`src/rtl/cyc_timer_pkg.sv`:
```
package cyc_timer_pkg;

  // Reason the cycle count moved in a given clock.
  typedef enum logic [1:0] {
    ADV_NONE = 2'd0,
    ADV_ROLL = 2'd1,
    ADV_EXT  = 2'd2,
    ADV_LOAD = 2'd3
  } adv_src_e;

  // Next value of a wrapping field counter, widths up to 16 bits.
  function automatic logic [15:0] wrap_next(input logic [15:0] cur,
                                            input logic [15:0] max);
    return (cur >= max) ? 16'd0 : cur + 16'd1;
  endfunction

  // Pack the three fields into one timer word.
  function automatic logic [31:0] pack_time(input logic [6:0]  sec,
                                            input logic [12:0] cnt,
                                            input logic [11:0] off);
    return {sec, cnt, off};
  endfunction

endpackage

```
`src/rtl/cyc_edge_sync.sv`:
```
module cyc_edge_sync #(
  parameter int STAGES = 2
) (
  input  logic clk,
  input  logic rst_n,
  input  logic async_in,
  output logic rise
);
  localparam int LAST = STAGES - 1;

  logic [STAGES-1:0] chain;
  logic              prev_q;

  generate
    for (genvar i = 0; i < STAGES; i++) begin : g_stage
      if (i == 0) begin : g_first
        always_ff @(posedge clk or negedge rst_n) begin
          if (!rst_n) chain[0] <= 1'b0;
          else        chain[0] <= async_in;
        end
      end else begin : g_next
        always_ff @(posedge clk or negedge rst_n) begin
          if (!rst_n) chain[i] <= 1'b0;
          else        chain[i] <= chain[i-1];
        end
      end
    end
  endgenerate

  always_ff @(posedge clk or negedge rst_n) begin
    if (!rst_n) prev_q <= 1'b0;
    else        prev_q <= chain[LAST];
  end

  assign rise = chain[LAST] & ~prev_q;
endmodule

```
`src/rtl/cyc_field_ctr.sv`:
```
module cyc_field_ctr
  import cyc_timer_pkg::*;
#(
  parameter int W   = 12,
  parameter int MAX = 3071
) (
  input  logic         clk,
  input  logic         rst_n,
  input  logic         load,
  input  logic [W-1:0] load_val,
  input  logic         clear,
  input  logic         inc,
  output logic [W-1:0] value,
  output logic         at_max
);
  localparam logic [15:0] MAX16 = 16'(MAX);

  logic [W-1:0] nxt;
  logic [15:0]  cur16;
  logic [15:0]  inc16;

  assign cur16  = 16'(value);
  assign inc16  = wrap_next(cur16, MAX16);
  assign at_max = (cur16 == MAX16);

  always_comb begin
    if (load)       nxt = load_val;
    else if (clear) nxt = '0;
    else if (inc)   nxt = inc16[W-1:0];
    else            nxt = value;
  end

  always_ff @(posedge clk or negedge rst_n) begin
    if (!rst_n) value <= '0;
    else        value <= nxt;
  end
endmodule

```
`src/rtl/cyc_start_gen.sv`:
```
module cyc_start_gen (
  input  logic clk,
  input  logic rst_n,
  input  logic ctl_wr,
  input  logic ctl_master,
  input  logic adv,
  input  logic root,
  output logic master_q,
  output logic req
);
  always_ff @(posedge clk or negedge rst_n) begin
    if (!rst_n)      master_q <= 1'b0;
    else if (ctl_wr) master_q <= ctl_master;
  end

  always_ff @(posedge clk or negedge rst_n) begin
    if (!rst_n) req <= 1'b0;
    else        req <= adv & master_q & root;
  end
endmodule

```
`src/rtl/isoc_cycle_timer.sv`:
```
module isoc_cycle_timer
  import cyc_timer_pkg::*;
#(
  parameter int OFF_W      = 12,
  parameter int OFF_MAX    = 3071,
  parameter int CNT_W      = 13,
  parameter int CNT_MAX    = 7999,
  parameter int SEC_W      = 7,
  parameter int SYNC_STAGE = 2
) (
  input  logic                         clk,
  input  logic                         rst_n,
  input  logic                         tmr_en,
  input  logic                         ext_src_sel,
  input  logic                         ext_cycle,
  input  logic                         root,
  input  logic                         ctl_wr,
  input  logic                         ctl_master,
  input  logic                         host_wr,
  input  logic [OFF_W+CNT_W+SEC_W-1:0] host_wdata,
  output logic [OFF_W+CNT_W+SEC_W-1:0] cyc_time,
  output logic                         cycle_start_req
);
  localparam int TW      = OFF_W + CNT_W + SEC_W;
  localparam int SEC_MAX = (1 << SEC_W) - 1;
  localparam int CNT_LO  = OFF_W;
  localparam int SEC_LO  = OFF_W + CNT_W;

  // Named internal events, brought out for the checker.
  logic     ext_rise;
  logic     ext_adv;
  logic     roll_adv;
  logic     adv;
  logic     sec_adv;
  logic     master_q;
  adv_src_e adv_src;

  logic [OFF_W-1:0] off_q;
  logic [CNT_W-1:0] cnt_q;
  logic [SEC_W-1:0] sec_q;
  logic             off_max, cnt_max, sec_max_unused;

  cyc_edge_sync #(.STAGES(SYNC_STAGE)) u_sync (
    .clk      (clk),
    .rst_n    (rst_n),
    .async_in (ext_cycle),
    .rise     (ext_rise)
  );

  assign ext_adv  = ext_src_sel & ext_rise;
  assign roll_adv = ~ext_src_sel & tmr_en & off_max;
  assign adv      = (ext_adv | roll_adv) & ~host_wr;
  assign sec_adv  = adv & cnt_max;

  always_comb begin
    if (host_wr)       adv_src = ADV_LOAD;
    else if (ext_adv)  adv_src = ADV_EXT;
    else if (roll_adv) adv_src = ADV_ROLL;
    else               adv_src = ADV_NONE;
  end

  cyc_field_ctr #(.W(OFF_W), .MAX(OFF_MAX)) u_off (
    .clk      (clk),
    .rst_n    (rst_n),
    .load     (host_wr),
    .load_val (host_wdata[OFF_W-1:0]),
    .clear    (adv_src == ADV_EXT),
    .inc      (tmr_en),
    .value    (off_q),
    .at_max   (off_max)
  );

  cyc_field_ctr #(.W(CNT_W), .MAX(CNT_MAX)) u_cnt (
    .clk      (clk),
    .rst_n    (rst_n),
    .load     (host_wr),
    .load_val (host_wdata[SEC_LO-1:CNT_LO]),
    .clear    (1'b0),
    .inc      (adv),
    .value    (cnt_q),
    .at_max   (cnt_max)
  );

  cyc_field_ctr #(.W(SEC_W), .MAX(SEC_MAX)) u_sec (
    .clk      (clk),
    .rst_n    (rst_n),
    .load     (host_wr),
    .load_val (host_wdata[TW-1:SEC_LO]),
    .clear    (1'b0),
    .inc      (sec_adv),
    .value    (sec_q),
    .at_max   (sec_max_unused)
  );

  cyc_start_gen u_start (
    .clk        (clk),
    .rst_n      (rst_n),
    .ctl_wr     (ctl_wr),
    .ctl_master (ctl_master),
    .adv        (adv),
    .root       (root),
    .master_q   (master_q),
    .req        (cycle_start_req)
  );

  assign cyc_time = {sec_q, cnt_q, off_q};
endmodule

```
`config.mk`:
```
export PLATFORM = sky130hd
export DESIGN_NAME = isoc_cycle_timer
export DESIGN_NICKNAME = d
export VERILOG_FILES = /design/src/rtl/cyc_timer_pkg.sv /design/src/rtl/cyc_edge_sync.sv /design/src/rtl/cyc_field_ctr.sv /design/src/rtl/cyc_start_gen.sv /design/src/rtl/isoc_cycle_timer.sv
export SDC_FILE = /design/constraint.sdc
export NUM_CORES = 1
export LEC_CHECK = 0
export BUFFER_PORTS_ARGS = -buffer_cell sky130_fd_sc_hd__buf_2
export CAP_MARGIN = 10
export CORE_MARGIN = 3
export CORE_UTILIZATION = 47
export DETAILED_ROUTE_END_ITERATION = 8
export GPL_TIMING_DRIVEN = 0
export PLACE_DENSITY = 0.86
export SYNTH_ARGS = -nofsm -noshare
export SYNTH_HDL_FRONTEND = slang
export SYNTH_HIERARCHICAL = 1
export SYNTH_SLANG_ARGS = --single-unit
export TNS_END_PERCENT = 20
```
`constraint.sdc`:
```
create_clock -name clk -period 2.4 [get_ports clk]
set_clock_uncertainty 0.15 [all_clocks]
set_input_delay 0.24 -clock clk [delete_from_list [all_inputs] [get_ports clk]]
set_output_delay 0.24 -clock clk [all_outputs]
set_load 0.02 [all_outputs]
```
# Yosys cells after proc, flatten, opt, wreduce, memory -nomap -nowiden
# Index checks and enable logic that the tools add are counted.
[totals]
input_bits = 41
ff_bits = 37
output_inout_bits = 33
[op_classes]
order_cmp = 3
n_reduce_logical = 3
bitwise = 12
eq_ne = 3
n_mux = 13
n_addsub = 3
[op_table]
columns = ["operator", "count"]
rows = [
  ["2-to-1 mux 12 bit", 4],
  ["2-to-1 mux 13 bit", 3],
  ["2-to-1 mux 7 bit", 3],
  ["adder 13 x 1 -> 13 bit, second input constant", 1],
  ["equality test 13 bit, second input constant", 1],
  [">= comparator 13 bit, second input constant", 1],
  ["adder 12 x 1 -> 12 bit, second input constant", 1],
  ["equality test 12 bit, second input constant", 1],
  [">= comparator 12 bit, second input constant", 1],
  ["AND 1 bit", 8],
  ["adder 7 x 1 -> 7 bit, second input constant", 1],
  [">= comparator 7 bit, second input constant", 1],
  ["2-to-1 mux 2 bit", 2],
  ["nonzero test 2 bit", 2],
  ["inverter 1 bit", 3],
  ["nonzero test 3 bit", 1],
  ["equality test 2 bit, second input constant", 1],
  ["2-to-1 mux 1 bit", 1],
  ["bitwise OR 1 bit", 1],
]

# Logic depth before layout (Yosys ltp)
[logic_depth]
depth_word = 9
ltp_mapped = 12
mapped_depth_nobuf = 11

# By module
# The synthesis kept the hierarchy.
[modules_own_cells]
columns = ["module", "cells_per_inst", "area_per_inst_um2", "instances"]
rows = [
  ["cyc_field_ctr at u_cnt", 128, 1053.5, 1],
  ["cyc_field_ctr at u_off", 92, 788.3, 1],
  ["cyc_field_ctr at u_sec", 54, 461.7, 1],
  ["cyc_edge_sync", 4, 88.8, 1],
  ["cyc_start_gen", 4, 71.3, 1],
  ["isoc_cycle_timer", 6, 37.5, 1],
]

# Worst setup path after synthesis
# Ideal clock, no wire load.
[synth_timing]
kind = "register to register"
startpoint = "register u_off.value[1]"
endpoint = "register u_sec.value[4]"
path_buffers = 1
setup_ps = 66
arrival_time_ps = 2562
setup_slack_ps = -379
stages_incl_launch_ff = 13
t_required_ps = 2184
path_cell_list = "dfrtp_1 ha_1 nand3_2 nor2_2 nand3_1 nor3_1 nand4bb_1 a21boi_1 or3_1 buf_2 or3b_1 a21oi_1 a221o_1"
[synth_between]
elab_chain_cells = 6
[synth_rtl]
columns = ["item", "line", "source"]
rows = [
  ["from (decl)", "cyc_field_ctr.sv:13", "output logic [W-1:0] value,"],
  ["from (signal assigned)", "cyc_field_ctr.sv:35", "else value <= nxt;"],
  ["equality test 12 bit", "cyc_field_ctr.sv:24", "assign at_max = (cur16 == MAX16);"],
  ["named net off_max", "isoc_cycle_timer.sv:41", "logic off_max, cnt_max, sec_max_unused;"],
  ["AND 1 bit", "isoc_cycle_timer.sv:51", "assign roll_adv = ~ext_src_sel & tmr_en & off_max;"],
  ["bitwise OR 1 bit", "isoc_cycle_timer.sv:52", "assign adv = (ext_adv | roll_adv) & ~host_wr;"],
  ["AND 1 bit", "isoc_cycle_timer.sv:52", ""],
  ["AND 1 bit", "isoc_cycle_timer.sv:53", "assign sec_adv = adv & cnt_max;"],
  ["named net sec_adv", "isoc_cycle_timer.sv:34", "logic sec_adv;"],
  ["nonzero test 2 bit (no source line)", "--", ""],
  ["to (signal assigned)", "cyc_field_ctr.sv:35", ""],
  ["to (decl)", "cyc_field_ctr.sv:13", ""],
]
# The timed path passes the listed nets, and every way through them passes these cells.
# A chain may end at the register's enable or synchronous reset.

# Final worst setup path
[layout_timing]
startpoint = "register u_off.value[4]"
endpoint = "register u_sec.value[4]"
# The elaborated chain is that of the path after synthesis.

==> results.toml <==
[timing]
timing.max_slew.rel_slack_pct = 46.0
setup_tns_ns = -0.0522
fin_crit_sh_pct = 102
post-route-worst-setup-slack_ns = -0.0449
timing.hold.ws_ns = 0.00713
post_layout_min_period_ns = 2.44
finalHoldViolCount = 0
setup_viol_count_final = 2
worst_pin_slew_ns = 0.810
timing.fmax_ghz = 0.409
rsz0062_at_grt = "yes"
finalMaxSlewViolations = 0

[detailed_routing]
antenna_violating_nets_post_route = 0
finalWirelength_mm = 7.49
route.vias.total = 2826
route.detailed.wl_per_inst_um = 16.2
drt_iter0_drc = 233
routed_via_density = 6.13
number_of_detailed_route_iterations_in_the_first_pass = 6
drc_violation_count_after_routing = 0

[global_route]
grt_usage_pct = 24.3
global_route_wire_length_before_repair_mm = 12.2
gr-total-overflow = 0
antenna_found_initial = 0
vias_in_the_first_global_route = 2693
maximum_number_of_pins_on_one_net_before_global_route_repair = 38

[final_layout]
layout_common_cells = "79 x buf_2, 37 x nand2_1, 28 x dfrtp_1, 21 x nand3_1, 19 x a21oi_1"
layout-drive-gt1-share_pct = 38.3
multi_input_area_um2 = 1580
layout.cell_area.non_filler_um2 = 3350
final_cells = 461
finalCoreUtilization_pct = 67.7
fillCellCount = 417
leading_cell_type_in_the_layout_fill_and_taps_excluded = "buf_2"
syn2layout_area_growth_pct = 33.9
layout.nets = 437
sequential_cell_area_um2 = 937
diodes = 0

[run]
maxCapViolCount = 0

[critical_path]
r2r_start = "u_off/value[4]"
critical_path_cell_count = 10
regToRegSetupSlack_ns = -0.04
cp_max_fo = 5
cp.arrival_ns = 2.53
r2r_cells = 10
r2r_end = "u_sec/value[4]"
critical_path.top_delay_family = "simple AND/OR/NAND/NOR gates"
worst_ep_required_time_ns = 2.49
critical_path_class = "flop to flop"
crit_path_max_cell_delay_ns = 0.41
cp.buffers_inverters = 0
critical-path-slowest-cell = "dfrtp_2"
worstPathCellList = "nand4_1, nor2_4, nand3_2, nor3_2, nand4bb_1, a21boi_2, or3_4, or3b_4, a21oi_2, a221o_1"
worstSetupEndpointType = "flop"
worstSetupStartpointType = "flop"

[min_path]
hold_path_end = "u_cnt/value[3]"
whs_path_depth = 3
min_path_type = "input pin to flop"
min-delay-start = "host_wdata[15]"

[synthesis]
proportion_of_synthesized_chip_area_in_sequential_cells_pct = 37.0
synth_top_cells_by_area = "dfrtp_1 37%, nand2_1 5.9%, nand3_1 4.6%"
synthesis.instances = 288
synthArstFlopShare_pct = 100
synth_top_flop_cell = "dfrtp_1"
mappedNetlistArea_um2 = 2500
syn-mean-instance-area_um2 = 8.68
number_of_synthesized_flops_with_an_enable_pin = 0
synth_top_area_cell = "dfrtp_1"
netlist.area_leader.share_pct = 37.0
yosysWarnings = 6
netlist-cell-type-count = 70
ys_seq_elements = 37

[pwr]
power_report.internal_total_mw = 1.16
power.share.clock_pct = 25.8
switching_power_uw = 659
power_per_unit_of_standard_cell_area_nw_per_um2 = 543
power.total_mw = 1.82
seqPwrFrac_pct = 43.3
share_comb_of_total_power_pct = 30.9
power.share.switching_pct = 36.3
static-leakage-power_nw = 1.48
ir_drop_mv = 0.294

[place]
post_dp_cell_area_um2 = 3030
half_perimeter_wire_length_after_placement_mm = 5.11
placed_cells = 436
gp_congestion = 0.923
buffers_added_on_ports = 73
placement.setup.worst_slack_ns = -0.379

[run_status]
status = "finished, violations left"
failed_checks = "setup timing"

[clock_network]
cts-buffers-inserted = 5
worstSkewPairLatency_ns = 0.30
clk_pin_slew_ns = 0.08
clock_sink_count = 37
max-clock-path-buffers = 2
tritoncts = "built"
cts_htree_levels = 2
cts_root_buffer = "clkbuf_8"

[die]
number_of_ports_placed_on_the_die_boundary = 74
dieWidth_um = 79.0
dieHeight_um = 79.0
placeableCoreArea_um2 = 4940
design.die.area_um2 = 6230
initial_core_util_pct = 50.6
rows = 25
-- state kept, by name, indices dropped and copies added, names as in the netlist --
register and cells:
u_sec/value 7, u_start/master_q 1, u_sync/prev_q 1, u_cnt/value 13, u_start/req 1, u_off/value 12
u_sync/chain 2
-- layout make-up --
cell class	count	area share, %
timing repair buffer	91	15.2
inverter	13	1.46
multi-input combinational	230	47.3
sequential	37	28.0
tap	67	2.50
buffer	15	2.88
clock buffer	8	2.69
-- what timing repair did --
item / 4_1_cts / 5_1_grt
pin swaps: 7 / 14
buffers inserted: 12 / 4
resized for setup: 10 / 15
hold endpoints to repair: 38 / 0
hold buffers: 2 / 0
endpoints found under the setup margin: 13 / 13
-- cells by family after synthesis --
group	after synthesis	share of synthesized area, %
AND/OR/NAND/NOR	116	24.9
AO/OA/AOI/OAI	101	30.4
flip-flops	37	37.0
buffers and inverters	29	5.45
adder cells (fa/ha/maj)	3	1.50
multiplexers	1	0.600
other	1	0.150
-- power by group through the flow --
stage          clock network [mW]  registers, mW  logic, mW
2_1_floorplan                   0          0.865      0.246
3_3_place_gp                    0          0.800      0.483
3_5_place_dp                    0          0.805      0.493
4_1_cts                     0.478          0.785      0.536
5_1_grt                     0.497          0.800      0.611
6_report                    0.469          0.788      0.561
-- metal layers --
metal / wire, um / global-route usage, %
met5: 0 / 0
met4: 212 / 10.8
met3: 614 / 4.31
met2: 3600 / 40.1
met1: 3070 / 31.2
-- how the worst max path moves through the flow --
stage	start	endpoint	slack (ns)
global route	u_off/value[4]	u_sec/value[4]	-0.14
floorplan	u_off/value[1]	u_sec/value[4]	-0.10
detailed placement	u_cnt/value[0]	u_sec/value[4]	-0.38
finish	u_off/value[4]	u_sec/value[4]	-0.04
CTS	u_off/value[1]	u_sec/value[5]	0.0004
global placement	u_cnt/value[0]	u_sec/value[4]	-0.30
-- tightest hold or removal path, stage by stage --
cell     delay, ns
buf_2         0.08
a32oi_1       0.05
nand3_1       0.06
-- synth_stat cells (all sizes together) (3+ instances only) --
master / count
o21ai: 14
and3: 7
a221oi: 3
a211o: 3
nand3: 24
a21oi: 21
or2: 4
clkbuf: 5
inv: 13
nand2: 39
buf: 11
o31a: 4
nand4: 6
dfrtp: 37
a22oi: 6
a211oi: 5
nor4: 3
o311ai: 3
o21a: 3
nor2: 13
or3: 6
o211ai: 7
o2111ai: 3
ha: 3
o31ai: 3
No activity file was read; power rests on OpenSTA's default activity.
